File: src/rtl/vram_il_pkg.sv
package vram_il_pkg;

    localparam int unsigned LANES      = 4;
    localparam int unsigned LANE_BITS  = 8;
    localparam int unsigned WORD_BITS  = LANES * LANE_BITS;
    localparam int unsigned LANE_IDX_W = $clog2(LANES);
    localparam int unsigned LANE_CNT_W = LANE_IDX_W + 1;

    typedef enum logic [2:0] {
        ST_IDLE,
        ST_GATHER,
        ST_WR_ISSUE,
        ST_RD_ISSUE,
        ST_RD_CAPTURE,
        ST_EMIT,
        ST_DONE
    } xfer_state_e;

    // One word-sized piece of a burst
    typedef struct packed {
        logic                  bank;
        logic [LANE_IDX_W-1:0] off;
        logic [LANE_CNT_W-1:0] cnt;
        logic                  last;
    } seg_info_t;

    function automatic logic [LANES-1:0] lane_mask(
        input logic [LANE_IDX_W-1:0] off,
        input logic [LANE_CNT_W-1:0] cnt
    );
        logic [LANES-1:0] m;
        int lo;
        int hi;
        lo = int'(off);
        hi = lo + int'(cnt);
        for (int i = 0; i < int'(LANES); i++) begin
            m[i] = (i >= lo) && (i < hi);
        end
        return m;
    endfunction

endpackage

File: src/rtl/vram_il_clip.sv
module vram_il_clip #(
    parameter int HOST_ADDR_W = 32,
    parameter int ADDR_W      = 23,
    parameter int LEN_W       = 24
) (
    input  logic [HOST_ADDR_W-1:0] raw_addr,
    input  logic [LEN_W-1:0]       raw_len,
    output logic [ADDR_W-1:0]      base,
    output logic [LEN_W-1:0]       len_eff
);
    localparam int SUM_W = ((ADDR_W > LEN_W) ? ADDR_W : LEN_W) + 1;

    logic [SUM_W-1:0] end_sum;
    logic [SUM_W-1:0] limit;
    logic [SUM_W-1:0] room;

    assign base    = raw_addr[ADDR_W-1:0];
    assign end_sum = SUM_W'(base) + SUM_W'(raw_len);
    assign limit   = SUM_W'(1) << ADDR_W;
    assign room    = limit - SUM_W'(base);
    assign len_eff = (end_sum > limit) ? LEN_W'(room) : raw_len;

    if (HOST_ADDR_W > ADDR_W) begin : g_hi
        logic unused_hi;
        assign unused_hi = ^raw_addr[HOST_ADDR_W-1:ADDR_W];
    end

endmodule

File: src/rtl/vram_il_seg.sv
module vram_il_seg
    import vram_il_pkg::*;
#(
    parameter int ADDR_W = 23,
    parameter int LEN_W  = 24
) (
    input  logic [ADDR_W-1:0] cur,
    input  logic [LEN_W-1:0]  rem,
    output seg_info_t         seg,
    output logic [ADDR_W-4:0] widx
);
    logic [LANE_CNT_W-1:0] room;
    logic                  short_tail;

    assign room       = LANE_CNT_W'(LANES) - {1'b0, cur[LANE_IDX_W-1:0]};
    assign short_tail = rem < LEN_W'(room);

    assign seg.off  = cur[LANE_IDX_W-1:0];
    assign seg.bank = cur[2];
    assign seg.cnt  = short_tail ? rem[LANE_CNT_W-1:0] : room;
    assign seg.last = (rem == LEN_W'(seg.cnt));
    assign widx     = cur[ADDR_W-1:3];

endmodule

File: src/rtl/vram_il_lanes.sv
module vram_il_lanes
    import vram_il_pkg::*;
#(
    parameter int NLANES = LANES,
    parameter int BYTE_W = LANE_BITS
) (
    input  logic                       clk,
    input  logic                       rst,
    input  logic                       clr,
    input  logic                       put_en,
    input  logic [$clog2(NLANES)-1:0]  put_lane,
    input  logic [BYTE_W-1:0]          put_byte,
    input  logic                       load_en,
    input  logic [NLANES*BYTE_W-1:0]   load_word,
    input  logic [$clog2(NLANES)-1:0]  get_lane,
    output logic [NLANES*BYTE_W-1:0]   word,
    output logic [BYTE_W-1:0]          get_byte
);
    localparam int SEL_W = $clog2(NLANES);

    logic [BYTE_W-1:0] lane_q [NLANES];

    for (genvar g = 0; g < NLANES; g++) begin : g_lane
        always_ff @(posedge clk) begin
            if (rst || clr) begin
                lane_q[g] <= '0;
            end else if (load_en) begin
                lane_q[g] <= load_word[g*BYTE_W +: BYTE_W];
            end else if (put_en && (put_lane == SEL_W'(g))) begin
                lane_q[g] <= put_byte;
            end
        end
        assign word[g*BYTE_W +: BYTE_W] = lane_q[g];
    end

    assign get_byte = lane_q[get_lane];

endmodule

File: src/rtl/vram_il_burst.sv
module vram_il_burst
    import vram_il_pkg::*;
#(
    parameter int HOST_ADDR_W = 32,
    parameter int ADDR_W      = 23,
    parameter int LEN_W       = 24
) (
    input  logic                   clk,
    input  logic                   rst,
    input  logic                   req_valid,
    output logic                   req_ready,
    input  logic [HOST_ADDR_W-1:0] req_addr,
    input  logic [LEN_W-1:0]       req_len,
    input  logic                   req_write,
    input  logic                   wr_valid,
    output logic                   wr_ready,
    input  logic [LANE_BITS-1:0]   wr_byte,
    output logic                   rd_valid,
    input  logic                   rd_ready,
    output logic [LANE_BITS-1:0]   rd_byte,
    output logic                   mem_en,
    output logic                   mem_we,
    output logic                   mem_bank,
    output logic [ADDR_W-4:0]      mem_widx,
    output logic [LANES-1:0]       mem_be,
    output logic [WORD_BITS-1:0]   mem_wdata,
    input  logic [WORD_BITS-1:0]   mem_rdata,
    output logic                   done
);
    localparam int WIDX_W = ADDR_W - 3;

    xfer_state_e           state_q, state_d;
    logic [ADDR_W-1:0]     cur_q;
    logic [LEN_W-1:0]      rem_q;
    logic [LANE_IDX_W-1:0] k_q;

    logic [ADDR_W-1:0]     base;
    logic [LEN_W-1:0]      len_eff;
    seg_info_t             seg;
    logic [WIDX_W-1:0]     seg_widx;

    logic                  accept;
    logic                  seg_end_byte;
    logic                  byte_step;
    logic                  advance;
    logic [LANE_IDX_W-1:0] lane_sel;
    logic [WORD_BITS-1:0]  stage_word;
    logic [LANE_BITS-1:0]  stage_byte;

    vram_il_clip #(
        .HOST_ADDR_W(HOST_ADDR_W),
        .ADDR_W     (ADDR_W),
        .LEN_W      (LEN_W)
    ) clip_i (
        .raw_addr(req_addr),
        .raw_len (req_len),
        .base    (base),
        .len_eff (len_eff)
    );

    vram_il_seg #(
        .ADDR_W(ADDR_W),
        .LEN_W (LEN_W)
    ) seg_i (
        .cur (cur_q),
        .rem (rem_q),
        .seg (seg),
        .widx(seg_widx)
    );

    vram_il_lanes #(
        .NLANES(LANES),
        .BYTE_W(LANE_BITS)
    ) lanes_i (
        .clk      (clk),
        .rst      (rst),
        .clr      (accept || (state_q == ST_WR_ISSUE)),
        .put_en   (wr_valid && wr_ready),
        .put_lane (lane_sel),
        .put_byte (wr_byte),
        .load_en  (state_q == ST_RD_CAPTURE),
        .load_word(mem_rdata),
        .get_lane (lane_sel),
        .word     (stage_word),
        .get_byte (stage_byte)
    );

    assign req_ready    = (state_q == ST_IDLE);
    assign accept       = req_valid && req_ready;
    assign lane_sel     = seg.off + k_q;
    assign seg_end_byte = (({1'b0, k_q} + LANE_CNT_W'(1)) == seg.cnt);

    assign wr_ready  = (state_q == ST_GATHER);
    assign rd_valid  = (state_q == ST_EMIT);
    assign rd_byte   = stage_byte;
    assign mem_en    = (state_q == ST_WR_ISSUE) || (state_q == ST_RD_ISSUE);
    assign mem_we    = (state_q == ST_WR_ISSUE);
    assign mem_bank  = seg.bank;
    assign mem_widx  = seg_widx;
    assign mem_be    = lane_mask(seg.off, seg.cnt);
    assign mem_wdata = stage_word;
    assign done      = (state_q == ST_DONE);

    assign byte_step = ((state_q == ST_GATHER) && wr_valid) ||
                       ((state_q == ST_EMIT) && rd_ready);
    assign advance   = (state_q == ST_WR_ISSUE) ||
                       ((state_q == ST_EMIT) && rd_ready && seg_end_byte);

    always_comb begin
        state_d = state_q;
        unique case (state_q)
            ST_IDLE: begin
                if (accept) begin
                    if (len_eff == '0)  state_d = ST_DONE;
                    else if (req_write) state_d = ST_GATHER;
                    else                state_d = ST_RD_ISSUE;
                end
            end
            ST_GATHER:     if (wr_valid && seg_end_byte) state_d = ST_WR_ISSUE;
            ST_WR_ISSUE:   state_d = seg.last ? ST_DONE : ST_GATHER;
            ST_RD_ISSUE:   state_d = ST_RD_CAPTURE;
            ST_RD_CAPTURE: state_d = ST_EMIT;
            ST_EMIT: begin
                if (rd_ready && seg_end_byte) state_d = seg.last ? ST_DONE : ST_RD_ISSUE;
            end
            ST_DONE:       state_d = ST_IDLE;
            default:       state_d = ST_IDLE;
        endcase
    end

    always_ff @(posedge clk) begin
        if (rst) begin
            state_q <= ST_IDLE;
            cur_q   <= '0;
            rem_q   <= '0;
            k_q     <= '0;
        end else begin
            state_q <= state_d;
            if (accept) begin
                cur_q <= base;
                rem_q <= len_eff;
                k_q   <= '0;
            end else begin
                if (byte_step) k_q <= seg_end_byte ? '0 : k_q + LANE_IDX_W'(1);
                if (advance) begin
                    cur_q <= cur_q + ADDR_W'(seg.cnt);
                    rem_q <= rem_q - LEN_W'(seg.cnt);
                end
            end
        end
    end

    // Previous access of the current burst, kept for the checks below
    logic              seen_q;
    logic              prev_bank_q;
    logic [WIDX_W-1:0] prev_widx_q;

    always_ff @(posedge clk) begin
        if (rst || accept) begin
            seen_q      <= 1'b0;
            prev_bank_q <= 1'b0;
            prev_widx_q <= '0;
        end else if (mem_en) begin
            seen_q      <= 1'b1;
            prev_bank_q <= mem_bank;
            prev_widx_q <= mem_widx;
        end
    end

    a_r4_bank_alternates: assert property (@(posedge clk) disable iff (rst)
        (mem_en && seen_q) |-> (mem_bank != prev_bank_q));

    a_r4_index_step: assert property (@(posedge clk) disable iff (rst)
        (mem_en && seen_q) |->
            (mem_widx == (mem_bank ? prev_widx_q : prev_widx_q + WIDX_W'(1))));

    a_r7_later_from_lane0: assert property (@(posedge clk) disable iff (rst)
        (mem_en && seen_q) |-> mem_be[0]);

    a_r5_be_nonzero: assert property (@(posedge clk) disable iff (rst)
        mem_en |-> (mem_be != '0));

    a_r9_done_single: assert property (@(posedge clk) disable iff (rst)
        done |=> !done);

    a_r10_busy_after_accept: assert property (@(posedge clk) disable iff (rst)
        accept |=> !req_ready);

    a_r11_empty_request: assert property (@(posedge clk) disable iff (rst)
        (accept && (len_eff == '0)) |=> (done && !mem_en));

endmodule

File: config.mk
export PLATFORM = sky130hd
export DESIGN_NAME = vram_il_burst
export DESIGN_NICKNAME = d
export VERILOG_FILES = /design/src/rtl/vram_il_pkg.sv /design/src/rtl/vram_il_clip.sv /design/src/rtl/vram_il_seg.sv /design/src/rtl/vram_il_lanes.sv /design/src/rtl/vram_il_burst.sv
export SDC_FILE = /design/constraint.sdc
export NUM_CORES = 1
export LEC_CHECK = 0
export ABC_AREA = 1
export ABC_CLOCK_PERIOD_IN_PS = 4400
export BUFFER_PORTS_ARGS = -buffer_cell sky130_fd_sc_hd__buf_2
export CORE_ASPECT_RATIO = 1.25
export CORE_MARGIN = 2
export CORE_UTILIZATION = 51
export DETAILED_ROUTE_END_ITERATION = 12
export PLACE_DENSITY = 0.78
export SLEW_MARGIN = 10
export SYNTH_ARGS = -nofsm -noshare
export SYNTH_HDL_FRONTEND = slang
export SYNTH_SLANG_ARGS = --single-unit
File: constraint.sdc
create_clock -name clk -period 4.4 [get_ports clk]
set_input_delay 0.44 -clock clk [delete_from_list [all_inputs] [get_ports clk]]
set_output_delay 0.44 -clock clk [all_outputs]
set_load 0.02 [all_outputs]
# Yosys cells after proc, flatten, opt, wreduce, memory -nomap -nowiden
# Memory sizes are Yosys's and may differ from the RTL's.
# Cells that the tools add are included.
# totals
ramBits	32
output_inout_bits	71
input_bits	102
regBits	52
memories	1
elab_cells	113
# memory_table
memory	depth	word_bits	rd	rd_clocked_by_memory_dff	write_ports	line_no	rtl
lanes_i.lane_q	4	8	5	0	4	vram_il_lanes.sv:21	logic [BYTE_W-1:0] lane_q [NLANES];
# classes
addsub	9
n_reduce_logical	24
mux	44
magnitude_cmp	9
bitwise_logic	8
n_eq_ne	14
# ops
op	n
24-bit 2-to-1 mux	3
8-bit 2-to-1 mux	8
23-bit 2-to-1 mux	2
23-bit by 24-bit adder with 25-bit output	1
25-bit by 24-bit greater-than comparator with 1-bit output (second input constant)	1
24-bit by 3-bit == test with 1-bit output	1
24-bit zero test	1
24-bit by 3-bit less-than comparator with 1-bit output	1
24-bit by 23-bit subtractor with 24-bit output (first input constant)	1
24-bit by 3-bit subtractor with 24-bit output	1
23-bit by 3-bit adder with 23-bit output	1
1-bit 2-to-1 mux	21
3-bit 2-to-1 mux	7
3-bit one-hot mux with 6 select lines	1
1-bit logical AND	13
3-bit == test (second input constant)	3
1-bit by 4-bit less-than comparator with 1-bit output (first input constant)	2
2-bit by 4-bit less-than comparator with 1-bit output (first input constant)	2
1-bit OR	8
3-bit by 2-bit == test with 1-bit output (second input constant)	2
2-bit by 1-bit != test with 1-bit output (second input constant)	3
1-bit logical OR	5
2-bit by 3-bit adder with 4-bit output	1
2-bit == test (second input constant)	2
other kinds (15)	17

# Depth between registers and ports, before layout
# Gate-level depths: netlist of the first run.
# logic_depth
depth_word	8
mapped_depth	29
ltp_nobuf	28

# Hierarchy
# From an unflattened synthesis of the first run, not the netlist that was laid out.
# unflattened
cells_unflattened	1592
area_unflattened_um2	9243.9
# modules_own_cells
mod	instances	area_each_um2	seq_area_each_um2	cells_each
vram_il_burst	1	4117.7	1041.0	709
vram_il_clip	1	2954.1	0.0	607
vram_il_lanes	1	1724.2	960.9	198
vram_il_seg	1	447.9	0.0	78

# Least setup slack after synthesis of the first run
# OpenSTA, ideal clock, no wires.
# synth_path
kind	register -> register
from	reg cur_q[1]
to	reg rem_q[23]
setup_slack_ns	0.180
t_arrival_ns	4.149
setup_ns	0.071
path_stages_with_launch	26
path_cell_list	dfxtp_1 -> inv_1 -> ha_1 -> inv_1 -> ha_1 -> a21boi_0 -> o21ai_0 -> nand3_1 -> nor2_2 -> nand2_1 -> o21ai_0 -> inv_1 -> ha_1 -> nand2_1 -> nor2_1 -> a211oi_1 -> nand2_1 -> nor3_1 -> nand4_1 -> inv_1 -> nand3_1 -> nor3_1 -> nand2_1 -> o21ai_0 -> nand3_1 -> a21oi_1
# synth_via
elab_chain_len	7
elab_cells_between_ends	10
classes_between	add/sub: 2; order compare: 1; eq/ne: 1; mux: 3; reduce/logical: 3
# synth_lines
element	line_no	rtl
start: declaration	vram_il_burst.sv:33	logic [ADDR_W-1:0] cur_q;
start signal: assignment	vram_il_burst.sv:140	cur_q <= base;
start signal: assignment	vram_il_burst.sv:146	cur_q <= cur_q + ADDR_W'(seg.cnt);
3-bit by 2-bit subtractor with 3-bit output *	vram_il_seg.sv:15	assign room = LANE_CNT_W'(LANES) - {1'b0, cur[LANE_IDX_W-1:0]};
24-bit by 3-bit less-than comparator with 1-bit output	vram_il_seg.sv:16	assign short_tail = rem < LEN_W'(room);
3-bit 2-to-1 mux *	vram_il_seg.sv:20	assign seg.cnt = short_tail ? rem[LANE_CNT_W-1:0] : room;
branches (longest 4 deep; another with 24-bit by 3-bit subtractor with 24-bit output)	--	
end signal: assignment	vram_il_burst.sv:141	rem_q <= len_eff;
end signal: assignment	vram_il_burst.sv:147	rem_q <= rem_q - LEN_W'(seg.cnt);
end: declaration	vram_il_burst.sv:34	logic [LEN_W-1:0] rem_q;
# Every way passes the cells marked *. The select of a mux whose other input is x is not followed.
# A chain may end at the register's enable or synchronous reset.

# Worst setup path after layout of the first run
# layout_path
from	reg cur_q[1]
to	out mem_be[0]
# layout_via
elab_chain_len	6
elab_cells_between_ends	7
classes_between	add/sub: 2; order compare: 3; mux: 1; reduce/logical: 1
# layout_lines
element	line_no	rtl
3-bit by 2-bit subtractor with 3-bit output	vram_il_seg.sv:15	
24-bit by 3-bit less-than comparator with 1-bit output	vram_il_seg.sv:16	
3-bit 2-to-1 mux	vram_il_seg.sv:20	
2-bit by 3-bit adder with 4-bit output	vram_il_pkg.sv:35	hi = lo + int'(cnt);
1-bit by 4-bit less-than comparator with 1-bit output	vram_il_pkg.sv:37	m[i] = (i >= lo) && (i < hi);
1-bit logical AND *	vram_il_pkg.sv:37	
end: declaration	vram_il_burst.sv:25	output logic [LANES-1:0] mem_be,
# Every way passes the cells marked *; elsewhere a longest branch is shown, timed or not.

==> results of run 1 <==
## cell type report
class / instances / area share
Clock buffer: 9 / 0.02353
Clock inverter: 7 / 0.009413
Inverter: 198 / 0.07766
Multi-Input combinational cell: 1016 / 0.5534
Sequential cell: 84 / 0.2092
Tap cell: 216 / 0.02824
Timing Repair Buffer: 180 / 0.09857
## worst max-delay path, cell delays in order (launching register included)
cell and delay [ns]:
dfxtp_1 0.33, inv_1 0.07, ha_1 0.27, inv_1 0.05, ha_1 0.26, a21boi_0 0.12
o21ai_0 0.17, nand3_1 0.14, nor2_4 0.19, nand2_1 0.06, o21ai_0 0.11, buf_4 0.19
ha_1 0.22, a21oi_1 0.18, nand2_1 0.08, a21oi_1 0.15, inv_1 0.07, or2_2 0.28
o21ai_0 0.15, inv_1 0.05, buf_2 0.15
## metrics by stage
step	setup WS (ns)	instance area (um2)	util	power, mW	hold slack, ns
6_report	0.3336	9570	0.5955	5.398	0.4070
5_1_grt	-0.008254	9570	0.5955	5.854	0.4073
4_1_cts	0.08873	9524	0.5927	5.342	0.3946
3_5_place_dp	0.1265	9209	0.5730	4.520	0.5028
3_3_place_gp	0.3211	9209	0.5730	4.458	0.4896
2_1_floorplan	0.1800	8320	-	3.732	0.4593
## power by group
group | switching, mW | internal (mW)
sequential | 0.286 | 1.12
clock | 0.346 | 0.456
combinational | 2.05 | 1.15
## logic make-up after synthesis
kind of cell / Yosys count
AO/OA/AOI/OAI: 215
XOR/XNOR: 62
adder cells (fa/ha/maj): 40
buffers and inverters: 256
flip-flops: 84
AND/OR/NAND/NOR: 699
## routing by layer
layer  vias to the layer above  routed length [um]  GRT usage
met5                         -                   0          0
met3                        67                1472    0.03144
met2                       359               12520     0.5139
met1                      4160                9912     0.3267
li1                       4677                   -          -
met4                         0                1109     0.1440
## cells in the final DEF, fill, tap and decap left out, types with 10 or more instances in the layout
master    synthesis  layout
a21oi_1          85      84
a31oi_1          10      10
buf_2            10     163
buf_4            22      17
dfxtp_1          52      52
edfxtp_1         32      32
ha_1             37      36
inv_1           196     196
nand2_1         364     363
nand3_1         133     133
nand4_1          22      22
nor2_1          114     110
nor2_2            7      10
nor3_1           23      21
o21ai_0          90      88
xnor2_1          18      18
xor2_1           44      44
## worst max path at each step
stage	depth (start not counted)	slack, ns	endpoint	from
after floorplan	25	0.18	rem_q[23]	cur_q[1]
after global placement	24	0.32	rem_q[23]	cur_q[1]
after detailed placement	25	0.13	cur_q[20]	cur_q[1]
after CTS	25	0.09	cur_q[20]	cur_q[1]
after global routing	25	-0.008	cur_q[20]	cur_q[1]
final	20	0.33	mem_be[0]	cur_q[1]
## flip-flops by register name (all words and copies together) (netlist names)
signal / flops
rem_q: 24
lanes_i.lane_q: 32
cur_q: 23
state_q: 3
k_q: 2
==> summary.txt, run 1 <==
Layout
  – Multi-input gate area in the final layout: 0.005296 mm2
  – FF+latch area: 0.002002 mm2
  – Layout cells sized above 1: 0.1553
  – Filler instances: 1571
  – Final cell count without fillers: 1710
  – Layout area overhead: 15.02%
  – Total Nets Final: 1631
  – N_diodes: 0

STA
  – Least-Margin Pin Slew: 0.9885 ns
  – Relative slew slack: 0.3349
  – Crit share post-route: 0.9242
  – Fmax: 0.2459 GHz
  – Final TNS setup: 0 ns
  – Clock Skew: 0.009859 ns
  – Final setup viols: 0
  – Fin. max-slew vios: 0
  – Hold violation count in the final report: 0
  – Period minus WS final: 4.066 ns

Synth
  – Register area share after synthesis: 0.2406
  – Main area contributors after synthesis: nand2_1 (16%), dfxtp_1 (13%), edfxtp_1 (12%)
  – Mapped Cells: 1356
  – Count of cell types in the netlist: 42
  – Largest area contributor in the netlist: nand2_1
  – Top_reg_cell synth: dfxtp_1
  – Most frequent cells after synthesis: nand2_1 (364), inv_1 (196), nand3_1 (133)
  – Xor and xnor area share after synthesis: 0.06526
  – Post-Synthesis Net Count: 1498
  – Most numerous cell in the Yosys netlist: nand2_1
  – Post-synth EDFFs: 32
  – Mean Syn Cell Area: 6.136 um2
  – Synth async-reset ratio: 0
  – FF+latch count, synth: 84
  – Post-Synth Adder-Cell Area: 0.06286
  – Mux contribution to synthesized area: 0
  – Mapped cell area: 0.008320 mm2
  – Synth top area share: 0.1642
  – Synth Area in Compound Gates: 0.1420
  – Main combinational cell family by area after synthesis: simple AND/OR/NAND/NOR gates
  – Synth Area in Simple Gates: 0.3606
  – Warnings from Yosys: 0

Floorplan
  – Initial cell density of the core: 0.5178
  – Core Area: 0.01607 mm2
  – Die Wd: 118.2 um
  – # IOs: 173
  – Total Die Area: 0.01736 mm2
  – Row cnt: 52
  – Die height: 146.8 um

Power
  – Peak supply drop: 0.2535 mV
  – P_leak: 4.876 nW
  – PD cells: 564.0 mW/mm2

Critical path
  – R2r endpoint: cur_q[20]
  – Worst-path maximum fanout: 6
  – Arrival @ worst endpoint: 3.63 ns
  – WS Path Type: register to output port
  – CP Launch Type: register
  – Critical R2R Launch: cur_q[1]
  – Req. time, crit path: 3.96 ns
  – R2R cell count: 25
  – Crit path capture type: output port
  – Reg2Reg Setup Slack: 0.36 ns

Drt
  – DRT iter0 DRCs: 771
  – WL final: 25.01 mm
  – Via Count: 9263
  – DR DRC count: 0
  – Pre-Repair DR Iteration Count: 5
  – Via density: 5.417
  – ANT nets after route: 0
  – WL per Instance: 14.63 um

Place
  – Input/output buffers: 163
  – Placed insts: 1694
  – Detailed placement HPWL: 19.78 mm
  – Placer Congestion: 0.9910

Clock network
  – Root Driver: clkbuf_16
  – Clock slew at reported path FFs: 0.07 ns
  – CTS tree: yes
  – Cts repair resizes: 0
  – Max H-tree Level: 3
  – CTS buffer count: 9
  – Cts hold-fix bufs: 0
  – CTS Buffer Depth: 2
  – Clock Latency Late Sink: 0.35 ns
  – Clock sinks: 84
  – Post-CTS Setup Bufs: 0

GRT
  – GRT Overall Usage: 0.2831
  – First-pass GRT wire length: 40.48 mm
  – Number of global-route vias before repair: 8619
  – Largest net degree at the start of global routing: 58
  – Grt ovf: 0
  – Antenna violations before repair: 0

Hold path
  – WHS Endpoint: lanes_i.lane_q[1][5]
  – Hold WC Path Type: primary input to register
  – Hold_sp: mem_rdata[13]
  – Hold depth: 3

Run status
  – Run status: complete, no violations

Run
  – Total of max-cap violations: 0
No activity file was read; power rests on OpenSTA's default activity.
==> run 2, diff against run 1 <==
--- a/config.mk
+++ b/config.mk
@@ -8,12 +8,13 @@
 export ABC_AREA = 1
 export ABC_CLOCK_PERIOD_IN_PS = 4400
 export BUFFER_PORTS_ARGS = -buffer_cell sky130_fd_sc_hd__buf_2
+export CAP_MARGIN = 5
 export CORE_ASPECT_RATIO = 1.25
 export CORE_MARGIN = 2
 export CORE_UTILIZATION = 51
 export DETAILED_ROUTE_END_ITERATION = 12
 export PLACE_DENSITY = 0.78
-export SLEW_MARGIN = 10
+export REMOVE_ABC_BUFFERS = 1
 export SYNTH_ARGS = -nofsm -noshare
 export SYNTH_HDL_FRONTEND = slang
 export SYNTH_SLANG_ARGS = --single-unit
==> summary.txt, run 2 (same netlist as run 1, synthesis figures left out) <==
Clock network
  – CTS tree: yes
  – Clock slew at reported path FFs: 0.07 ns
  – Max H-tree Level: 3
  – Post-CTS Setup Bufs: 0
  – CTS buffer count: 9
  – CTS Buffer Depth: 2
  – Clock Latency Late Sink: 0.34 ns
  – Clock sinks: 84
  – Root Driver: clkbuf_16

Power
  – Pwr Total: 5.447 mW
  – Peak supply drop: 0.2724 mV
  – P_leak: 4.883 nW
  – PD cells: 567.2 mW/mm2

GRT
  – Largest net degree at the start of global routing: 58
  – Antenna violations before repair: 0
  – First-pass GRT wire length: 40.52 mm
  – GRT Overall Usage: 0.2829
  – Number of global-route vias before repair: 8603
  – Grt ovf: 0

STA
  – Final TNS setup: 0 ns
  – Fin. max-slew vios: 0
  – Final hold slack: 0.4013 ns
  – Fmax: 0.2444 GHz
  – Least-Margin Pin Slew: 0.9600 ns
  – Period minus WS final: 4.092 ns
  – Crit share post-route: 0.9300
  – Hold violation count in the final report: 0
  – RSZ-0062 raised after global routing: false
  – Relative slew slack: 0.3541
  – Final setup viols: 0
  – Clock Skew: 0.01046 ns

Drt
  – Via density: 5.435
  – WL final: 24.98 mm
  – Via Count: 9304
  – DR DRC count: 0
  – WL per Instance: 14.59 um
  – Pre-Repair DR Iteration Count: 5
  – ANT nets after route: 0
  – DRT iter0 DRCs: 713

Floorplan
  – Total Die Area: 0.01736 mm2
  – Core Area: 0.01607 mm2
  – Die height: 146.8 um
  – Initial cell density of the core: 0.5178
  – Row cnt: 52
  – # IOs: 173
  – Die Wd: 118.2 um

Layout
  – Layout cells sized above 1: 0.1578
  – Layout area overhead: 15.41%
  – Multi-input gate area in the final layout: 0.005309 mm2
  – Most common cell after layout, fill and taps aside: nand2_1
  – N_diodes: 0
  – Final cell count without fillers: 1712
  – Largest register FFs: 32
  – Most frequent cells in the layout: nand2_1 (363), inv_1 (195), buf_2 (163)
  – Fin util: 0.5976
  – FF+latch area: 0.002002 mm2
  – Most flops, register: lanes_i.lane_q
  – Filler instances: 1640
  – Total Nets Final: 1633
  – Largest registers: lanes_i.lane_q: 32 flops, rem_q: 24 flops, cur_q: 23 flops

Run
  – Total of max-cap violations: 0

Critical path
  – Crit path capture type: register
  – WS Path Type: register to register
  – Reg2Reg Setup Slack: 0.31 ns
  – Worst-path maximum fanout: 6
  – Req. time, crit path: 4.63 ns
  – Arrival @ worst endpoint: 4.33 ns
  – CP Launch Type: register

Place
  – Placer Congestion: 0.9666
  – Input/output buffers: 163
  – Placed insts: 1696
  – Detailed placement HPWL: 19.82 mm

Hold path
  – Hold WC Path Type: primary input to register

Run status
  – Run status: complete, no violations
[run 2: changes by cell type in the layout (fill, tap and decap cells not counted), sizes merged]
cell / change
clkinv: +2
buf: +2
inv: -2
[run 2: metrics by stage]
stage	setup slack [ns]	cell area, um2
after floorplan	-0.07134	7993
after global placement	0.1980	9224
after detailed placement	0.07323	9224
after CTS	0.05346	9544
after global routing	0.006563	9603
final	0.3078	9603
[run 2: final cells by class]
| cell class | instances | share of cell area |
|---|---|---|
| Sequential cell | 84 | 0.2085 |
| Clock inverter | 7 | 0.009902 |
| Inverter | 198 | 0.07739 |
| Timing Repair Buffer | 182 | 0.09980 |
| Multi-Input combinational cell | 1016 | 0.5528 |
| Tap cell | 216 | 0.02814 |
| Clock buffer | 9 | 0.02345 |
[run 2: layer usage]
metal / track usage / part of all wire / up-vias
li1: - / - / 4696
met1: 0.3233 / 0.39 / 4164
met2: 0.5214 / 0.50 / 384
met3: 0.03067 / 0.064 / 60
met4: 0.1367 / 0.041 / 0
met5: 0 / 0 / -
[run 2: worst max-delay path, cell delays in order, from the launching register on]
cell and delay (ns):
dfxtp_1 0.33, inv_1 0.07, ha_1 0.27, inv_1 0.05
ha_1 0.26, a21boi_0 0.13, o21ai_0 0.17, nand3_1 0.14
nor2_4 0.19, nand2_1 0.07, o21ai_0 0.12, buf_4 0.18
ha_1 0.17, inv_1 0.06, fa_1 0.37, nand2_1 0.09
nand2_1 0.12, nor2_2 0.20, nand2_1 0.11, nor2_1 0.14
nand3_1 0.16, inv_1 0.11, nand4_1 0.10, xnor2_1 0.14
a21oi_1 0.16, a21oi_1 0.08
[run 2: power by group]
| group | total [mW] | switching, mW | internal (mW) | leakage [nW] |
|---|---|---|---|---|
| combinational | 3.24 | 2.07 | 1.17 | 3.95 |
| sequential | 1.40 | 0.285 | 1.12 | 0.780 |
| clock | 0.811 | 0.354 | 0.457 | 0.150 |
| total | 5.45 | 2.71 | 2.74 | 4.88 |
[run 2: timing repair]
action                     CTS  global route
hold buffers                 0             0
gates resized for setup      0            16
setup endpoints to repair    0            15
[run 2: path summary, 6_finish.rpt]
check,start,endpoint,depth (start not counted)
min,req_addr[0],cur_q[0],3
max reg2reg,cur_q[1],rem_q[20],25
max,cur_q[1],rem_q[20],25
min reg2reg,rem_q[23],rem_q[23],2
